<file path="src/rtl/tfg_pkg.sv">
package tfg_pkg;
  localparam int DATA_W   = 32;
  localparam int PERM_W   = 6;
  localparam int NUM_CH   = 2;
  localparam int CH_REGS  = 4;
  localparam int CH_PHYS  = 0;
  localparam int CH_BASE  = 8;   // first channel word
  localparam int MAP_WORDS = CH_BASE + NUM_CH * CH_REGS;

  // frame permission bit positions
  localparam int P_PCT  = 0;
  localparam int P_VCT  = 1;
  localparam int P_FRQ  = 2;
  localparam int P_VOFF = 3;
  localparam int P_VT   = 4;
  localparam int P_PT   = 5;

  typedef struct packed {
    logic pten;   // word bit 9
    logic vten;   // word bit 8
    logic vcten;  // word bit 1
    logic pcten;  // word bit 0
  } user_acc_t;

  typedef enum logic [2:0] {
    RG_NONE, RG_PCT, RG_VCT, RG_FRQ, RG_UACR, RG_VOFF, RG_CHAN
  } region_e;
endpackage

</file>
<file path="src/rtl/tfg_regs.sv">
module tfg_regs
  import tfg_pkg::*;
(
  input  logic              clk_i,
  input  logic              rst_ni,
  input  logic              perm_wr_i,
  input  logic [DATA_W-1:0] perm_wdata_i,
  input  logic              uacr_wr_i,
  input  logic [DATA_W-1:0] uacr_wdata_i,
  output logic [PERM_W-1:0] perm_o,
  output user_acc_t         user_o
);
  always_ff @(posedge clk_i or negedge rst_ni) begin
    if (!rst_ni) begin
      perm_o <= '0;
      user_o <= '{pten: 1'b1, vten: 1'b1, vcten: 1'b1, pcten: 1'b1};
    end else begin
      if (perm_wr_i) perm_o <= perm_wdata_i[PERM_W-1:0];
      if (uacr_wr_i) begin
        user_o.pten  <= uacr_wdata_i[9];
        user_o.vten  <= uacr_wdata_i[8];
        user_o.vcten <= uacr_wdata_i[1];
        user_o.pcten <= uacr_wdata_i[0];
      end
    end
  end
endmodule

</file>
<file path="src/rtl/tfg_decode.sv">
module tfg_decode
  import tfg_pkg::*;
#(
  parameter int ADDR_W = 12,
  localparam int WORD_W = ADDR_W - 2,
  localparam int CH_W = (NUM_CH > 1) ? $clog2(NUM_CH) : 1
) (
  input  logic [ADDR_W-1:0] addr_i,
  input  logic              user_view_i,
  input  logic [PERM_W-1:0] perm_i,
  input  user_acc_t         user_i,
  output region_e           region_o,
  output logic              hi_o,
  output logic [CH_W-1:0]   ch_o,
  output logic [1:0]        ridx_o,
  output logic              rd_ok_o,
  output logic              wr_ok_o
);
  logic [WORD_W-1:0] word;
  logic [WORD_W-1:0] ch_word;
  logic [NUM_CH-1:0] ch_ok;
  logic              pv;

  assign word    = addr_i[ADDR_W-1:2];
  assign ch_word = word - WORD_W'(CH_BASE);
  assign pv      = !user_view_i;
  assign hi_o    = word[0];
  assign ridx_o  = word[1:0];
  assign ch_o    = CH_W'(ch_word >> 2);

  for (genvar c = 0; c < NUM_CH; c++) begin : g_ch
    if (c == CH_PHYS) begin : g_phys
      assign ch_ok[c] = perm_i[P_PT] && (pv || user_i.pten);
    end else begin : g_virt
      assign ch_ok[c] = perm_i[P_VT] && (pv || user_i.vten);
    end
  end

  always_comb begin
    region_o = RG_NONE;
    if (word >= WORD_W'(CH_BASE) && word < WORD_W'(MAP_WORDS)) region_o = RG_CHAN;
    else if (word < WORD_W'(CH_BASE)) begin
      unique case (word[2:1])
        2'd0: region_o = RG_PCT;
        2'd1: region_o = RG_VCT;
        2'd2: region_o = word[0] ? RG_UACR : RG_FRQ;
        default: region_o = RG_VOFF;
      endcase
    end
  end

  always_comb begin
    rd_ok_o = 1'b0;
    wr_ok_o = 1'b0;
    unique case (region_o)
      RG_PCT:  rd_ok_o = perm_i[P_PCT] && (pv || user_i.pcten);
      RG_VCT:  rd_ok_o = perm_i[P_VCT] && (pv || user_i.vcten);
      RG_FRQ:  rd_ok_o = perm_i[P_FRQ] && (pv || user_i.pcten || user_i.vcten);
      RG_VOFF: rd_ok_o = perm_i[P_VOFF] && pv;
      RG_UACR: begin rd_ok_o = pv; wr_ok_o = pv; end
      RG_CHAN: begin
        rd_ok_o = ch_ok[ch_o];
        wr_ok_o = ch_ok[ch_o];
      end
      default: ;
    endcase
  end
endmodule

</file>
<file path="src/rtl/tfg_rsp.sv">
module tfg_rsp
  import tfg_pkg::*;
#(
  localparam int CH_W = (NUM_CH > 1) ? $clog2(NUM_CH) : 1
) (
  input  logic                             clk_i,
  input  logic                             rst_ni,
  input  logic                             req_valid_i,
  input  logic                             req_write_i,
  input  region_e                          region_i,
  input  logic                             hi_i,
  input  logic [CH_W-1:0]                  ch_i,
  input  logic [1:0]                       ridx_i,
  input  logic                             rd_ok_i,
  input  user_acc_t                        user_i,
  input  logic [63:0]                      phys_cnt_i,
  input  logic [63:0]                      virt_off_i,
  input  logic [DATA_W-1:0]                cnt_freq_i,
  input  logic [NUM_CH*CH_REGS*DATA_W-1:0] chan_rdata_i,
  output logic                             rsp_valid_o,
  output logic [DATA_W-1:0]                rsp_rdata_o
);
  logic [63:0]       vcnt;
  logic [DATA_W-1:0] mux;
  logic [DATA_W-1:0] uacr_word;
  logic [DATA_W-1:0] chan_word;

  assign vcnt      = phys_cnt_i - virt_off_i;
  assign uacr_word = {22'd0, user_i.pten, user_i.vten, 6'd0, user_i.vcten, user_i.pcten};
  assign chan_word = chan_rdata_i[(int'(ch_i) * CH_REGS + int'(ridx_i)) * DATA_W +: DATA_W];

  always_comb begin
    unique case (region_i)
      RG_PCT:  mux = hi_i ? phys_cnt_i[63:32] : phys_cnt_i[31:0];
      RG_VCT:  mux = hi_i ? vcnt[63:32] : vcnt[31:0];
      RG_FRQ:  mux = cnt_freq_i;
      RG_UACR: mux = uacr_word;
      RG_VOFF: mux = hi_i ? virt_off_i[63:32] : virt_off_i[31:0];
      RG_CHAN: mux = chan_word;
      default: mux = '0;
    endcase
  end

  always_ff @(posedge clk_i or negedge rst_ni) begin
    if (!rst_ni) begin
      rsp_valid_o <= 1'b0;
      rsp_rdata_o <= '0;
    end else begin
      rsp_valid_o <= req_valid_i;
      rsp_rdata_o <= (req_valid_i && !req_write_i && rd_ok_i) ? mux : '0;
    end
  end
endmodule

</file>
<file path="src/rtl/tfg_frame_gate.sv">
module tfg_frame_gate
  import tfg_pkg::*;
#(
  parameter int ADDR_W = 12,
  localparam int CH_W = (NUM_CH > 1) ? $clog2(NUM_CH) : 1
) (
  input  logic                             clk_i,
  input  logic                             rst_ni,
  input  logic                             req_valid_i,
  input  logic                             req_write_i,
  input  logic                             req_user_view_i,
  input  logic [ADDR_W-1:0]                req_addr_i,
  input  logic [DATA_W-1:0]                req_wdata_i,
  output logic                             rsp_valid_o,
  output logic [DATA_W-1:0]                rsp_rdata_o,
  input  logic                             perm_wr_i,
  input  logic [DATA_W-1:0]                perm_wdata_i,
  output logic [PERM_W-1:0]                perm_o,
  input  logic [63:0]                      phys_cnt_i,
  input  logic [63:0]                      virt_off_i,
  input  logic [DATA_W-1:0]                cnt_freq_i,
  input  logic [NUM_CH*CH_REGS*DATA_W-1:0] chan_rdata_i,
  output logic [NUM_CH-1:0]                chan_wr_o,
  output logic [1:0]                       chan_widx_o,
  output logic [DATA_W-1:0]                chan_wdata_o
);
  user_acc_t       user_q;
  region_e         region;
  logic            hi;
  logic [CH_W-1:0] ch;
  logic [1:0]      ridx;
  logic            rd_ok;
  logic            wr_ok;
  logic            wr_go;

  assign wr_go = req_valid_i && req_write_i && wr_ok;

  tfg_regs u_regs (
    .clk_i        (clk_i),
    .rst_ni       (rst_ni),
    .perm_wr_i    (perm_wr_i),
    .perm_wdata_i (perm_wdata_i),
    .uacr_wr_i    (wr_go && region == RG_UACR),
    .uacr_wdata_i (req_wdata_i),
    .perm_o       (perm_o),
    .user_o       (user_q)
  );

  tfg_decode #(.ADDR_W(ADDR_W)) u_dec (
    .addr_i      (req_addr_i),
    .user_view_i (req_user_view_i),
    .perm_i      (perm_o),
    .user_i      (user_q),
    .region_o    (region),
    .hi_o        (hi),
    .ch_o        (ch),
    .ridx_o      (ridx),
    .rd_ok_o     (rd_ok),
    .wr_ok_o     (wr_ok)
  );

  tfg_rsp u_rsp (
    .clk_i        (clk_i),
    .rst_ni       (rst_ni),
    .req_valid_i  (req_valid_i),
    .req_write_i  (req_write_i),
    .region_i     (region),
    .hi_i         (hi),
    .ch_i         (ch),
    .ridx_i       (ridx),
    .rd_ok_i      (rd_ok),
    .user_i       (user_q),
    .phys_cnt_i   (phys_cnt_i),
    .virt_off_i   (virt_off_i),
    .cnt_freq_i   (cnt_freq_i),
    .chan_rdata_i (chan_rdata_i),
    .rsp_valid_o  (rsp_valid_o),
    .rsp_rdata_o  (rsp_rdata_o)
  );

  for (genvar c = 0; c < NUM_CH; c++) begin : g_wr
    assign chan_wr_o[c] = wr_go && region == RG_CHAN && ch == CH_W'(c);
  end
  assign chan_widx_o  = ridx;
  assign chan_wdata_o = req_wdata_i;
endmodule

</file>
<file path="config.mk">
export PLATFORM = sky130hd
export DESIGN_NAME = tfg_frame_gate
export DESIGN_NICKNAME = d
export VERILOG_FILES = /design/src/rtl/tfg_pkg.sv /design/src/rtl/tfg_regs.sv /design/src/rtl/tfg_decode.sv /design/src/rtl/tfg_rsp.sv /design/src/rtl/tfg_frame_gate.sv
export SDC_FILE = /design/constraint.sdc
export NUM_CORES = 1
export LEC_CHECK = 0
export BUFFER_PORTS_ARGS = -buffer_cell sky130_fd_sc_hd__buf_2
export CAP_MARGIN = 20
export CORE_AREA = 2 2 223 225
export DETAILED_ROUTE_END_ITERATION = 10
export DIE_AREA = 0 0 225 227
export GPL_TIMING_DRIVEN = 0
export SETUP_SLACK_MARGIN = 0.02
export SYNTH_ARGS = -nofsm -noshare
export SYNTH_HDL_FRONTEND = slang
export SYNTH_HIERARCHICAL = 1
export SYNTH_SLANG_ARGS = --single-unit
</file>
<file path="constraint.sdc">
create_clock -name clk_i -period 6.75 [get_ports clk_i]
set_clock_uncertainty 0.1 [all_clocks]
set_input_delay 1.35 -clock clk_i [delete_from_list [all_inputs] [get_ports clk_i]]
set_output_delay 1.35 -clock clk_i [all_outputs]
set_load 0.05 [all_outputs]
</file>
==> results of run 1 <==
==> layout make-up <==
cell class / instances / area [µm²] / share of cell area (%)
flip-flops and latches: 43 / 1080 / 8.11
multi-input cells: 919 / 7700 / 57.7
repair buffers: 519 / 2640 / 19.8
well taps: 622 / 778 / 5.84
clock inverters: 3 / 47.5 / 0.357
diodes: 11 / 27.5 / 0.206
plain buffers: 117 / 594 / 4.46
inverters: 93 / 349 / 2.62
clock buffers: 5 / 125 / 0.938
==> flip-flops by register name, summed over array words and instances, names as in the netlist <==
signal             count
u_rsp/rsp_rdata_o     32
u_regs/user_o          4
u_regs/perm_o          6
u_rsp/rsp_valid_o      1
==> worst min path at each step <==
stage	endpoint	cells past startpoint	slack [ps]
6_report	u_regs/perm_o[2]	1	460
5_1_grt	u_regs/perm_o[2]	1	470
4_1_cts	u_regs/perm_o[2]	1	460
3_5_place_dp	u_regs/perm_o[2]	1	440
3_3_place_gp	u_regs/perm_o[2]	1	440
2_1_floorplan	u_regs/user_o[1]	1	510
==> layer usage <==
metal	track usage (%)	wire length, µm
met5	0	139
met4	8.29	2090
met3	4.18	4790
met2	38.9	28300
met1	30.1	26000
==> worst max-delay path, cell delays in order <==
cell and delay (ps):
sky130_fd_sc_hd__buf_2 90, sky130_fd_sc_hd__nor4_1 260, sky130_fd_sc_hd__nand2_1 200, sky130_fd_sc_hd__a21oi_1 600
sky130_fd_sc_hd__and3_1 260, sky130_fd_sc_hd__or4_1 120, sky130_fd_sc_hd__nand2_1 60, sky130_fd_sc_hd__nor3_1 380
sky130_fd_sc_hd__and2_1 190, sky130_fd_sc_hd__clkbuf_1 530, sky130_fd_sc_hd__nand2_1 560, sky130_fd_sc_hd__clkbuf_1 440
sky130_fd_sc_hd__clkbuf_1 390, sky130_fd_sc_hd__o22ai_1 430
==> cell families after synthesis <==
group / count (synthesis)
compound gates: 377
xor+xnor: 53
fa+ha+maj: 65
buf+inv: 210
flops: 43
mux: 158
simple gates: 266
==> report_power, final <==
part           internal (mW)  total, mW  switching (mW)
Clock                  0.177      0.293           0.116
Combinational          0.387      0.920           0.533
Sequential             0.262      0.266         0.00406
Total                  0.825       1.48           0.653
==> cells in the final DEF (no fill, tap or decap), drive strengths merged, types with 13 or more instances in the layout <==
cell type	Yosys	routed
nand4	24	24
nor2	69	69
a21o	46	46
ha	64	64
xnor2	29	29
o21ai	78	78
xor2	24	24
nand2	86	86
a21oi	103	103
a31oi	15	15
mux4	78	78
mux2i	65	65
a221oi	15	15
mux2	15	15
o21bai	13	13
buf	57	576
nor3	16	16
dfrtp	39	39
clkbuf	60	65
o22ai	33	33
inv	93	94
==> per-stage QoR <==
stage	utilization (%)	power [mW]	instance area, µm²
after floorplan	-	0.823	9710
after detailed placement	27.0	1.18	13100
after CTS	27.4	1.48	13300
after global placement	26.9	1.17	13100
after global routing	27.4	1.57	13300
final	27.5	1.48	13300
==> impl_summary.txt, run 1 <==
----------------------------------------------------
[Run status]
  Outcome ... completed

[Yosys]
  Simple-gate share of the synthesized area ... 13.7%
  Main combinational cell family by area after synthesis ... multiplexers
  Synth Area in Compound Gates ... 25.5%
  Yosys synthesis warning count ... 6
  Post-synthesis average cell area ... 8.29 µm²
  Post-synthesis xor/xnor area fraction ... 4.78%
  Cell type with the largest total area after synthesis ... sky130_fd_sc_hd__mux4_2
  Number of distinct library cell variants in the gate-level netlist after synthesis ... 78
  Cell Area, Synth ... 0.00971 mm²
  Sequential share of the synthesized area ... 11.1%
  Flip-flop cell with the highest count after synthesis ... sky130_fd_sc_hd__dfrtp_1
  Synth top cells by count ... 103 x sky130_fd_sc_hd__a21oi_1, 93 x sky130_fd_sc_hd__inv_1, 86 x sky130_fd_sc_hd__nand2_1
  Most frequent cell after synthesis ... sky130_fd_sc_hd__a21oi_1
  Area share of the leading cell type in the synthesized netlist ... 18.1%
  Synth Net Count ... 1735
  Mux cell area share after synthesis ... 26.8%
  Post-synth EDFFs ... 0
  Post-synthesis instance total ... 1172
  Async set-or-reset flop fraction in the synthesized netlist ... 100%
  Synth Register Bits ... 43
  Most area-consuming cells after synthesis ... sky130_fd_sc_hd__mux4_2 18%, sky130_fd_sc_hd__dfrtp_1 10%, sky130_fd_sc_hd__ha_1 8.2%, sky130_fd_sc_hd__mux2i_1 6.7%, sky130_fd_sc_hd__a21oi_1 5.3%
  Arithmetic-cell share of the synthesized area counting full adders, half adders and majority gates ... 8.45%

[Global route]
  Initial antenna violation count ... 24
  Global-route wire length before repair ... 84200 µm
  Via count of the first global-routing pass ... 12036
  Largest net degree at the start of global routing ... 44
  Total track usage ... 23.3%
  GR Overflow Total ... 0

[Floorplanning]
  Die width ... 225 µm
  Top-level port count ... 573
  Row count ... 81
  Chip Height ... 227 µm
  Starting density of the core ... 20.0%
  Core outline area ... 0.0485 mm²
  Area of the die ... 0.0511 mm²

[Clock tree]
  Number of buffers on the longest clock path ... 2
  Buffer type at the clock tree root ... sky130_fd_sc_hd__clkbuf_16
  Number of buffers inserted during clock tree synthesis ... 5
  Number of sinks driven by the clock tree ... 43
  Clk_lat worst skew ... 310 ps
  TritonCTS clock tree ... built
  Post-cts resize count ... 0
  Hold bufs inserted after CTS ... 0
  H-tree levels ... 2
  Post-CTS Repair Setup Buffers ... 0
  Clock-pin slew on the worst setup and hold paths ... 80 ps

[Final layout]
  Area delta synth->final ... 37.3%
  Post-route non-filler standard cell count ... 2332
  Fraction of layout cells with a size suffix above 1 ... 41.1%
  Number of nets in the layout ... 2261
  FILL cells ... 5261

[Setup path]
  CP required ... 6800 ps
  Number of cells traversed by the worst register-to-register path ... 13
  Setup slack of the worst register-to-register path ... 2140 ps
  R2r startpoint ... u_regs/user_o[3]
  Critical Path Source Type ... input pin
  Origin of the worst setup path ... req_addr_i[10]
  Critical Path Fanout Max ... 10
  Class of the most critical setup path ... in2reg
  Crit path to ... u_rsp/rsp_rdata_o[19]
  Worst path arrival time ... 5870 ps
  FF-to-FF End ... u_rsp/rsp_rdata_o[19]
  Endpoint class of the critical path ... flip-flop

[Detailed routing]
  Total via count in the routed design ... 11936
  Detailed-routing iteration count for the pre-antenna-repair pass ... 6
  Number of DRC markers after the initial detailed-route iteration ... 993
  Count of nets left with antenna violations after detail routing ... 0
  Overall routed net length ... 61300 µm
  Wire length per cell after detailed routing ... 26.3 µm
  Drt via density ... 5.12
  Number of remaining DRC errors ... 0

[STA]
  Post-route minimum period ... 5820 ps
  Setup TNS ... 0 ps
  Max-slew violation count ... 0
  Post-route clock period utilization ... 86.2%
  Number of endpoints failing setup at the final stage ... 0
  Post-route worst setup slack ... 933 ps
  Worst-Margin Slew ... 1180 ps
  Final hold viol count ... 0
  Maximum clock frequency ... 0.172 GHz
  RSZ-0062 raised after global routing ... no
  Remaining max-slew budget at the tightest pin ... 21.6%
  Fin Hold WS ... 464 ps

[Job]
  Max-cap check violation count ... 0

[Place]
  Placed cells ... 2312
  Number of buffer cells added on primary ports ... 515
  Final weighted congestion of routability-driven global placement ... 0.947
  DPL Wire Length ... 53600 µm
  Dpl ws ... 704 ps

[Power]
  Leakage power ... 6.48 nW
  Worst-case vdd ir drop ... 0.0763 mV
  Power density cells ... 111 mW/mm²

[Worst hold path]
  Min-delay src ... u_regs/perm_o[2]
  Hold WC Path Type ... reg2reg

----------------------------------------------------
No activity file was read; power rests on OpenSTA's default activity.
==> run 2, diff against run 1 <==
--- a/config.mk
+++ b/config.mk
@@ -7,12 +7,11 @@
 export LEC_CHECK = 0
 export BUFFER_PORTS_ARGS = -buffer_cell sky130_fd_sc_hd__buf_2
 export CAP_MARGIN = 20
-export CORE_AREA = 2 2 223 225
+export CORE_AREA = 2 2 220 222
 export DETAILED_ROUTE_END_ITERATION = 10
-export DIE_AREA = 0 0 225 227
+export DIE_AREA = 0 0 222 224
 export GPL_TIMING_DRIVEN = 0
 export SETUP_SLACK_MARGIN = 0.02
 export SYNTH_ARGS = -nofsm -noshare
 export SYNTH_HDL_FRONTEND = slang
-export SYNTH_HIERARCHICAL = 1
 export SYNTH_SLANG_ARGS = --single-unit
==> constraint.sdc (replaced) <==
create_clock -name clk_i -period 5.1 [get_ports clk_i]
set_clock_uncertainty 0.1 [all_clocks]
set_input_delay 1.02 -clock clk_i [delete_from_list [all_inputs] [get_ports clk_i]]
set_output_delay 1.02 -clock clk_i [all_outputs]
set_load 0.05 [all_outputs]
==> run 2 against run 1 <==
- area after synthesis fell by 2.2%
- clock power increased by 64%
- largest cell class unchanged
- total power rose by 41%
- cell area down 1.7%
==> impl_summary.txt, run 2 <==
----------------------------------------------------
[STA]
  Post-route clock period utilization ... 98.8%
  Maximum clock frequency ... 0.198 GHz
  Post-route minimum period ... 5040 ps
  Worst-Margin Slew ... 1190 ps (was 1180 ps)
  Fin Hold WS ... 442 ps (was 464 ps)
  Remaining max-slew budget at the tightest pin ... 20.5% (was 21.6%)
  Max-slew violation count ... 0 (unchanged)
  Final hold viol count ... 0 (unchanged)
  RSZ-0062 raised after global routing ... no (unchanged)
  Number of endpoints failing setup at the final stage ... 0 (unchanged)

[Final layout]
  Flip-flop count of the largest register, all copies and words added ... 32 (unchanged)
  Post-route non-filler standard cell count ... 2326 (was 2332)
  Fraction of layout cells with a size suffix above 1 ... 39.7% (was 41.1%)
  Registers with the most flip-flops ... u_rsp.rsp_rdata_o: 32 flops, u_regs.perm_o: 6 flops, u_regs.user_o: 4 flops (was u_rsp/rsp_rdata_o: 32 flops, u_regs/perm_o: 6 flops, u_regs/user_o: 4 flops)
  Area delta synth->final ... 38.1% (was 37.3%)
  Commonest cells after routing, fill and taps aside ... 525 x sky130_fd_sc_hd__buf_2, 114 x sky130_fd_sc_hd__a21oi_1, 91 x sky130_fd_sc_hd__mux2i_1, 88 x sky130_fd_sc_hd__inv_1, 75 x sky130_fd_sc_hd__nand2_1 (was 525 x sky130_fd_sc_hd__buf_2, 103 x sky130_fd_sc_hd__a21oi_1, 93 x sky130_fd_sc_hd__inv_1, 86 x sky130_fd_sc_hd__nand2_1, 78 x sky130_fd_sc_hd__mux4_2)
  Number of nets in the layout ... 2259 (was 2261)
  Register ranked first by flip-flop count ... u_rsp.rsp_rdata_o (was u_rsp/rsp_rdata_o)
  Commonest non-fill, non-tap cell in the layout ... sky130_fd_sc_hd__buf_2 (unchanged)
  Post-route cell area ... 0.0131 mm² (was 0.0133 mm²)

[Global route]
  Initial antenna violation count ... 18 (was 24)
  Via count of the first global-routing pass ... 12288 (was 12036)
  Total track usage ... 25.7% (was 23.3%)
  Global-route wire length before repair ... 89800 µm (was 84200 µm)
  Largest net degree at the start of global routing ... 24 (was 44)
  GR Overflow Total ... 0 (unchanged)

[Yosys]
  Synth Net Count ... 1737 (was 1735)
  Number of distinct library cell variants in the gate-level netlist after synthesis ... 70 (was 78)
  Synth Register Bits ... 43 (unchanged)
  Post-synthesis average cell area ... 8.09 µm² (was 8.29 µm²)
  Cell Area, Synth ... 0.00950 mm² (was 0.00971 mm²)
  Post-synthesis instance total ... 1174 (was 1172)
  Yosys synthesis warning count ... 0 (was 6)
  Async set-or-reset flop fraction in the synthesized netlist ... 100% (unchanged)
  Most frequent cell after synthesis ... sky130_fd_sc_hd__a21oi_1 (unchanged)
  Post-synth EDFFs ... 0 (unchanged)
  Synth top cells by count ... 114 x sky130_fd_sc_hd__a21oi_1, 91 x sky130_fd_sc_hd__mux2i_1, 88 x sky130_fd_sc_hd__inv_1 (was 103 x sky130_fd_sc_hd__a21oi_1, 93 x sky130_fd_sc_hd__inv_1, 86 x sky130_fd_sc_hd__nand2_1)
  Cell type with the largest total area after synthesis ... sky130_fd_sc_hd__mux4_2 (unchanged)
  Flip-flop cell with the highest count after synthesis ... sky130_fd_sc_hd__dfrtp_1 (unchanged)
  Most area-consuming cells after synthesis ... sky130_fd_sc_hd__mux4_2 14%, sky130_fd_sc_hd__dfrtp_1 10%, sky130_fd_sc_hd__mux2i_1 9.6%, sky130_fd_sc_hd__ha_1 8.4%, sky130_fd_sc_hd__a21oi_1 6.0% (was sky130_fd_sc_hd__mux4_2 18%, sky130_fd_sc_hd__dfrtp_1 10%, sky130_fd_sc_hd__ha_1 8.2%, sky130_fd_sc_hd__mux2i_1 6.7%, sky130_fd_sc_hd__a21oi_1 5.3%)
  Sequential share of the synthesized area ... 11.4% (was 11.1%)
  Area share of the leading cell type in the synthesized netlist ... 14.2% (was 18.1%)

[Clock tree]
  Number of buffers inserted during clock tree synthesis ... 5 (unchanged)
  Clk_lat worst skew ... 330 ps (was 310 ps)
  TritonCTS clock tree ... built (unchanged)
  Number of sinks driven by the clock tree ... 43 (unchanged)
  H-tree levels ... 2 (unchanged)
  Post-cts resize count ... 0 (unchanged)
  Hold bufs inserted after CTS ... 0 (unchanged)
  Clock-pin slew on the worst setup and hold paths ... 80 ps (about the same)
  Number of buffers on the longest clock path ... 2 (unchanged)
  Post-CTS Repair Setup Buffers ... 0 (unchanged)
  Buffer type at the clock tree root ... sky130_fd_sc_hd__clkbuf_16 (unchanged)

[Detailed routing]
  Overall routed net length ... 66400 µm (was 61300 µm)
  Total via count in the routed design ... 11999 (was 11936)
  Number of remaining DRC errors ... 0 (unchanged)
  Number of DRC markers after the initial detailed-route iteration ... 1028 (was 993)
  Wire length per cell after detailed routing ... 28.5 µm (was 26.3 µm)
  Count of nets left with antenna violations after detail routing ... 0 (unchanged)
  Drt via density ... 5.16 (was 5.12)
  Detailed-routing iteration count for the pre-antenna-repair pass ... 5 (was 6)

[Setup path]
  Critical Path Fanout Max ... 10 (unchanged)
  Endpoint class of the critical path ... output pin (was flip-flop)
  Critical Path Source Type ... input pin (unchanged)
  Cell-by-cell trace of the critical path ... clkbuf_1, clkbuf_1, clkbuf_1, buf_1, and3_1, buf_2 (was buf_2, nor4_1, nand2_1, a21oi_1, and3_1, or4_1, nand2_1, nor3_1, and2_1, clkbuf_1, nand2_1, clkbuf_1, clkbuf_1, o22ai_1)
  Critical path buffers and inverters ... 5 (was 4)
  Most numerous cell on the critical path ... sky130_fd_sc_hd__clkbuf_1
  CP required ... 3980 ps (was 6800 ps)
  Setup slack of the worst register-to-register path ... 2220 ps (was 2140 ps)
  Worst path arrival time ... 3920 ps (was 5870 ps)
  Slowest stage cell, crit path ... sky130_fd_sc_hd__clkbuf_1 (was sky130_fd_sc_hd__a21oi_1)
  Class of the most critical setup path ... in2out (was in2reg)
  Critical Path Max Stage Delay ... 720 ps (was 600 ps)
  Cell family with most CP delay ... buffers and inverters (was simple AND/OR/NAND/NOR gates)

[Floorplanning]
  Top-level port count ... 573 (unchanged)
  Row count ... 80 (was 81)
  Chip Height ... 224 µm (was 227 µm)
  Die width ... 222 µm (was 225 µm)
  Core outline area ... 0.0473 mm² (was 0.0485 mm²)
  Area of the die ... 0.0497 mm² (was 0.0511 mm²)
  Starting density of the core ... 20.1% (was 20.0%)

[Place]
  DP Area ... 0.0129 mm² (was 0.0131 mm²)
  Placed cells ... 2304 (was 2312)
  Final weighted congestion of routability-driven global placement ... 0.950 (was 0.947)
  DPL Wire Length ... 58100 µm (was 53600 µm)
  Number of buffer cells added on primary ports ... 512 (was 515)

[Power]
  Worst-case vdd ir drop ... 0.127 mV (was 0.0763 mV)
  Power density cells ... 159 mW/mm² (was 111 mW/mm²)
  Leakage power ... 6.42 nW (was 6.48 nW)

[Run status]
  Outcome ... completed (unchanged)

[Job]
  Max-cap check violation count ... 0 (unchanged)

[Worst hold path]
  Hold WC Path Type ... reg2reg (unchanged)

----------------------------------------------------
run 2: path summary, 6_finish.rpt:
path / start / to / cells after the start
max: req_addr_i[4] / chan_wr_o[1] / 6
min: u_regs.perm_o[5] / u_regs.perm_o[5] / 1
max reg2reg: u_regs.perm_o[2] / u_rsp.rsp_rdata_o[1] / 7
min reg2reg: u_regs.perm_o[5] / u_regs.perm_o[5] / 1
max in group asynchronous: rst_ni / u_regs.user_o[0] / 2
min in group asynchronous: rst_ni / u_rsp.rsp_rdata_o[16] / 1
run 2: stage by stage:
stage	worst slack [ps]	TNS (ps)	util (%)	power [mW]
3_3_place_gp	-13.1	-13.1	27.1	1.58
6_report	59.1	0	27.7	2.08
2_1_floorplan	1230	0	-	1.08
4_1_cts	106	0	27.6	2.08
5_1_grt	41.0	0	27.7	2.18
3_5_place_dp	-12.3	-12.3	27.2	1.59
run 2: cells by family after synthesis:
family                   share of synthesized area [%]
AO/OA/AOI/OAI                                     26.2
XOR/XNOR                                          4.80
multiplexers                                      26.4
AND/OR/NAND/NOR                                   12.9
buffers and inverters                             9.66
flip-flops                                        11.4
adder cells (fa/ha/maj)                           8.64
run 2: report_power, final:
group / switching, mW / internal, mW
clock network: 0.195 / 0.286
logic: 0.737 / 0.511
registers: 0.00462 / 0.346
run 2: layer usage:
metal	wire length [µm]	part of all wire, %	global-route usage (%)	vias to the layer above
met1	27400	41	31.4	5866
met3	4030	6.1	3.84	95
met4	2820	4.3	11.3	8
met5	56	0.084	0	-
met2	32100	48	44.7	582
li1	-	-	-	5448
run 2: layout make-up:
type | instances | area (µm²)
tap | 615 | 769
fill | 5233 | 34200
antenna | 14 | 35.0
sequential | 43 | 1080
buffer | 113 | 587
clock inverter | 3 | 71.3
timing repair buffer | 515 | 2610
multi-input combinational | 930 | 7500
clock buffer | 5 | 125
inverter | 88 | 330
==> run 3, diff against run 2 <==
--- a/config.mk
+++ b/config.mk
@@ -7,11 +7,12 @@
 export LEC_CHECK = 0
 export BUFFER_PORTS_ARGS = -buffer_cell sky130_fd_sc_hd__buf_2
 export CAP_MARGIN = 20
-export CORE_AREA = 2 2 220 222
+export CORE_AREA = 2 2 223 225
 export DETAILED_ROUTE_END_ITERATION = 10
-export DIE_AREA = 0 0 222 224
+export DIE_AREA = 0 0 225 227
 export GPL_TIMING_DRIVEN = 0
 export SETUP_SLACK_MARGIN = 0.02
 export SYNTH_ARGS = -nofsm -noshare
 export SYNTH_HDL_FRONTEND = slang
+export SYNTH_HIERARCHICAL = 1
 export SYNTH_SLANG_ARGS = --single-unit
==> run 3 against run 2 <==
- clock-buffer cell count is the same
- largest power group unchanged
- critical endpoint is now u_rsp/rsp_rdata_o[8]
- highest routed layer unchanged
- die area grew 2.7%
- first-iteration DRC count shrank 6.3%
- sequential power is essentially flat
- global-route usage shrank 2.4 points
- total power shrank 6.0%
- worst setup slack lost 39 ps
- sequential share of layout area shrank 0.16 points
==> impl_summary.txt, run 3 (synthesis gave the netlist of run 1 again) <==
----------------------------------------------------
[STA]
  Fin Hold WS ... 461 ps (was 442 ps)
  Remaining max-slew budget at the tightest pin ... 21.7% (was 20.5%)
  Post-route worst setup slack ... 19.7 ps (was 59.1 ps)
  Post-route clock period utilization ... 99.6% (was 98.8%)
  Setup TNS ... 0 ps (unchanged)
  Worst-Margin Slew ... 1170 ps (was 1190 ps)
  Number of endpoints failing setup at the final stage ... 0 (unchanged)
  Maximum clock frequency ... 0.197 GHz (was 0.198 GHz)
  RSZ-0062 raised after global routing ... no (unchanged)
  Post-route minimum period ... 5080 ps (was 5040 ps)
  Max-slew violation count ... 0 (unchanged)
  Final hold viol count ... 0 (unchanged)

[Floorplanning]
  Chip Height ... 227 µm (was 224 µm)
  Row count ... 81 (was 80)
  Top-level port count ... 573 (unchanged)
  Core outline area ... 0.0485 mm² (was 0.0473 mm²)
  Die width ... 225 µm (was 222 µm)
  Area of the die ... 0.0511 mm² (was 0.0497 mm²)
  Starting density of the core ... 20.0% (was 20.1%)

[Global route]
  Met3 layer usage reported by global route ... 4.17% (was 3.84%)
  Met2 track utilization from global routing ... 39.0% (was 44.7%)
  Grt peak-use layer ... met2 (unchanged)
  Global-route wire length before repair ... 84300 µm (was 89800 µm)
  GR Overflow Total ... 0 (unchanged)
  Largest net degree at the start of global routing ... 44 (was 24)
  Via count of the first global-routing pass ... 12022 (was 12288)
  Initial antenna violation count ... 24 (was 18)
  Total track usage ... 23.3% (was 25.7%)
  Met1 track demand over resource in global routing ... 30.1% (was 31.4%)

[Power]
  Net switching power figure ... 863 µW (was 936 µW)
  Switching part of the total power ... 44.1% (was 45.0%)
  Logic gate share of total power ... 62.3% (was 60.0%)
  Sequential group share of total power ... 18.0% (was 16.9%)
  Leakage power ... 6.50 nW (was 6.42 nW)
  Proportion of power drawn by the clock network ... 19.7% (was 23.1%)
  Power density cells ... 146 mW/mm² (was 159 mW/mm²)
  Worst-case vdd ir drop ... 0.101 mV (was 0.127 mV)
  P_int ... 1.09 mW (was 1.14 mW)

[Detailed routing]
  Overall routed net length ... 61400 µm (was 66400 µm)
  Drt via density ... 5.12 (was 5.16)
  Wire length per cell after detailed routing ... 26.3 µm (was 28.5 µm)
  Detailed-routing iteration count for the pre-antenna-repair pass ... 5 (unchanged)
  Number of remaining DRC errors ... 0 (unchanged)
  Total via count in the routed design ... 11957 (was 11999)
  Count of nets left with antenna violations after detail routing ... 0 (unchanged)
  Number of DRC markers after the initial detailed-route iteration ... 963 (was 1028)

[Final layout]
  Layout Utilization ... 27.5% (was 27.7%)
  Fraction of layout cells with a size suffix above 1 ... 41.5% (was 39.7%)
  Register ranked first by flip-flop count ... u_rsp/rsp_rdata_o (was u_rsp.rsp_rdata_o)
  Flip-flop count of the largest register, all copies and words added ... 32 (unchanged)
  Registers with the most flip-flops ... u_rsp/rsp_rdata_o: 32 flops, u_regs/perm_o: 6 flops, u_regs/user_o: 4 flops (was u_rsp.rsp_rdata_o: 32 flops, u_regs.perm_o: 6 flops, u_regs.user_o: 4 flops)
  Area of the multi-input gates ... 0.00770 mm² (was 0.00750 mm²)
  Area delta synth->final ... 37.7% (was 38.1%)
  Commonest non-fill, non-tap cell in the layout ... sky130_fd_sc_hd__buf_2 (unchanged)
  Commonest cells after routing, fill and taps aside ... 525 x sky130_fd_sc_hd__buf_2, 102 x sky130_fd_sc_hd__a21oi_1, 93 x sky130_fd_sc_hd__inv_1, 85 x sky130_fd_sc_hd__nand2_1, 78 x sky130_fd_sc_hd__mux4_2 (was 525 x sky130_fd_sc_hd__buf_2, 114 x sky130_fd_sc_hd__a21oi_1, 91 x sky130_fd_sc_hd__mux2i_1, 88 x sky130_fd_sc_hd__inv_1, 75 x sky130_fd_sc_hd__nand2_1)
  Number of nets in the layout ... 2263 (was 2259)
  FILL cells ... 5264 (was 5233)
  Post-route non-filler standard cell count ... 2337 (was 2326)
  Register cell area after layout ... 0.00108 mm² (unchanged)

[Setup path]
  Endpoint class of the critical path ... flip-flop (was output pin)
  R2r startpoint ... u_regs/user_o[3] (was u_regs.perm_o[2])
  Class of the most critical setup path ... in2reg (was in2out)
  Critical Path Source Type ... input pin (unchanged)
  Critical Path Fanout Max ... 10 (unchanged)
  CP required ... 5110 ps (was 3980 ps)
  Origin of the worst setup path ... req_addr_i[2] (was req_addr_i[4])
  Worst path arrival time ... 5090 ps (was 3920 ps)

[Place]
  Final weighted congestion of routability-driven global placement ... 0.947 (was 0.950)
  Dpl ws ... -616 ps (was -12.3 ps)
  DPL Wire Length ... 53600 µm (was 58100 µm)
  Placed cells ... 2312 (was 2304)
  Number of buffer cells added on primary ports ... 515 (was 512)

[Job]
  Max-cap check violation count ... 0 (unchanged)

[Worst hold path]
  Min-delay src ... u_regs/perm_o[2] (was u_regs.perm_o[5])
  Hold WC Path Type ... reg2reg (unchanged)

[Run status]
  Outcome ... completed (unchanged)

[Clock tree]
  Hold bufs inserted after CTS ... 0 (unchanged)
  Number of sinks driven by the clock tree ... 43 (unchanged)
  H-tree levels ... 2 (unchanged)
  Buffer type at the clock tree root ... sky130_fd_sc_hd__clkbuf_16 (unchanged)
  Number of buffers on the longest clock path ... 2 (unchanged)
  Number of buffers inserted during clock tree synthesis ... 5 (unchanged)
  Clk_lat worst skew ... 310 ps (was 330 ps)
  TritonCTS clock tree ... built (unchanged)
  Clock-pin slew on the worst setup and hold paths ... 70 ps (was 80 ps)

----------------------------------------------------
==> run 3: cell types whose count changed in the layout (fill, tap and decap cells not counted), sizes merged, moves of 5 or more <==
cell    change
mux2        -7
xor2        +6
clkbuf      +9
a221oi      -9
nand2      +11
and3        -7
mux4       +18
xnor2       -5
mux2i      -26
a21o       +18
a21oi      -13
o21ai      +11
inv         +5
nand3       -7
==> run 3: through the flow <==
step	total power [mW]	instance area (µm²)
5_1_grt	2.08	13300
6_report	1.95	13400
4_1_cts	1.96	13300
2_1_floorplan	1.09	9710
3_3_place_gp	1.55	13100
3_5_place_dp	1.56	13100
==> run 3: layout make-up <==
cell class                 instances  area share, %
tap                              622           5.82
clock buffer                       5          0.936
sequential                        43           8.08
antenna                           14          0.262
multi-input combinational        919           57.6
clock inverter                     3          0.356
buffer                           116           4.44
inverter                          93           2.61
timing repair buffer             522           19.9
==> run 3: worst paths after layout <==
kind,slack (ps),endpoint,depth (start not counted)
hold reg to reg,460,u_regs/perm_o[2],1
max in group asynchronous,3900,u_regs/user_o[1],2
hold / removal,460,u_regs/perm_o[2],1
min in group asynchronous,470,u_rsp/rsp_rdata_o[29],1
setup reg to reg,820,u_rsp/rsp_rdata_o[13],12
setup / recovery,20,u_rsp/rsp_rdata_o[8],11
==> run 3: power groups by stage <==
stage | clock [mW] | sequential [mW] | combinational [mW]
floorplan | 0 | 0.375 | 0.714
global placement | 0 | 0.358 | 1.20
detailed placement | 0 | 0.358 | 1.20
CTS | 0.404 | 0.352 | 1.21
global route | 0.415 | 0.352 | 1.31
finish | 0.386 | 0.352 | 1.22
==> run 3: repair_timing <==
item / 4_1_cts / 5_1_grt
setup endpoints to repair: 12 / 10
pin swaps: 1 / 1
resized for setup: 2 / 6
hold endpoints to repair: 0 / 0
buffers inserted: 0 / 3
==> run 3: critical path: stages <==
cell,delay (ps)
sky130_fd_sc_hd__buf_2,160
sky130_fd_sc_hd__buf_4,130
sky130_fd_sc_hd__clkbuf_1,570
sky130_fd_sc_hd__buf_1,930
sky130_fd_sc_hd__buf_1,900
sky130_fd_sc_hd__o211ai_1,200
sky130_fd_sc_hd__o21a_1,170
sky130_fd_sc_hd__a221oi_1,280
sky130_fd_sc_hd__o221ai_1,240
sky130_fd_sc_hd__a21oi_1,230
sky130_fd_sc_hd__nand3_1,220
==> run 3: per-layer routing <==
layer	share of wire, %	routed length [µm]
met3	7.9	4820
met5	0.21	126
met4	3.5	2120
met1	42	26100
met2	46	28200
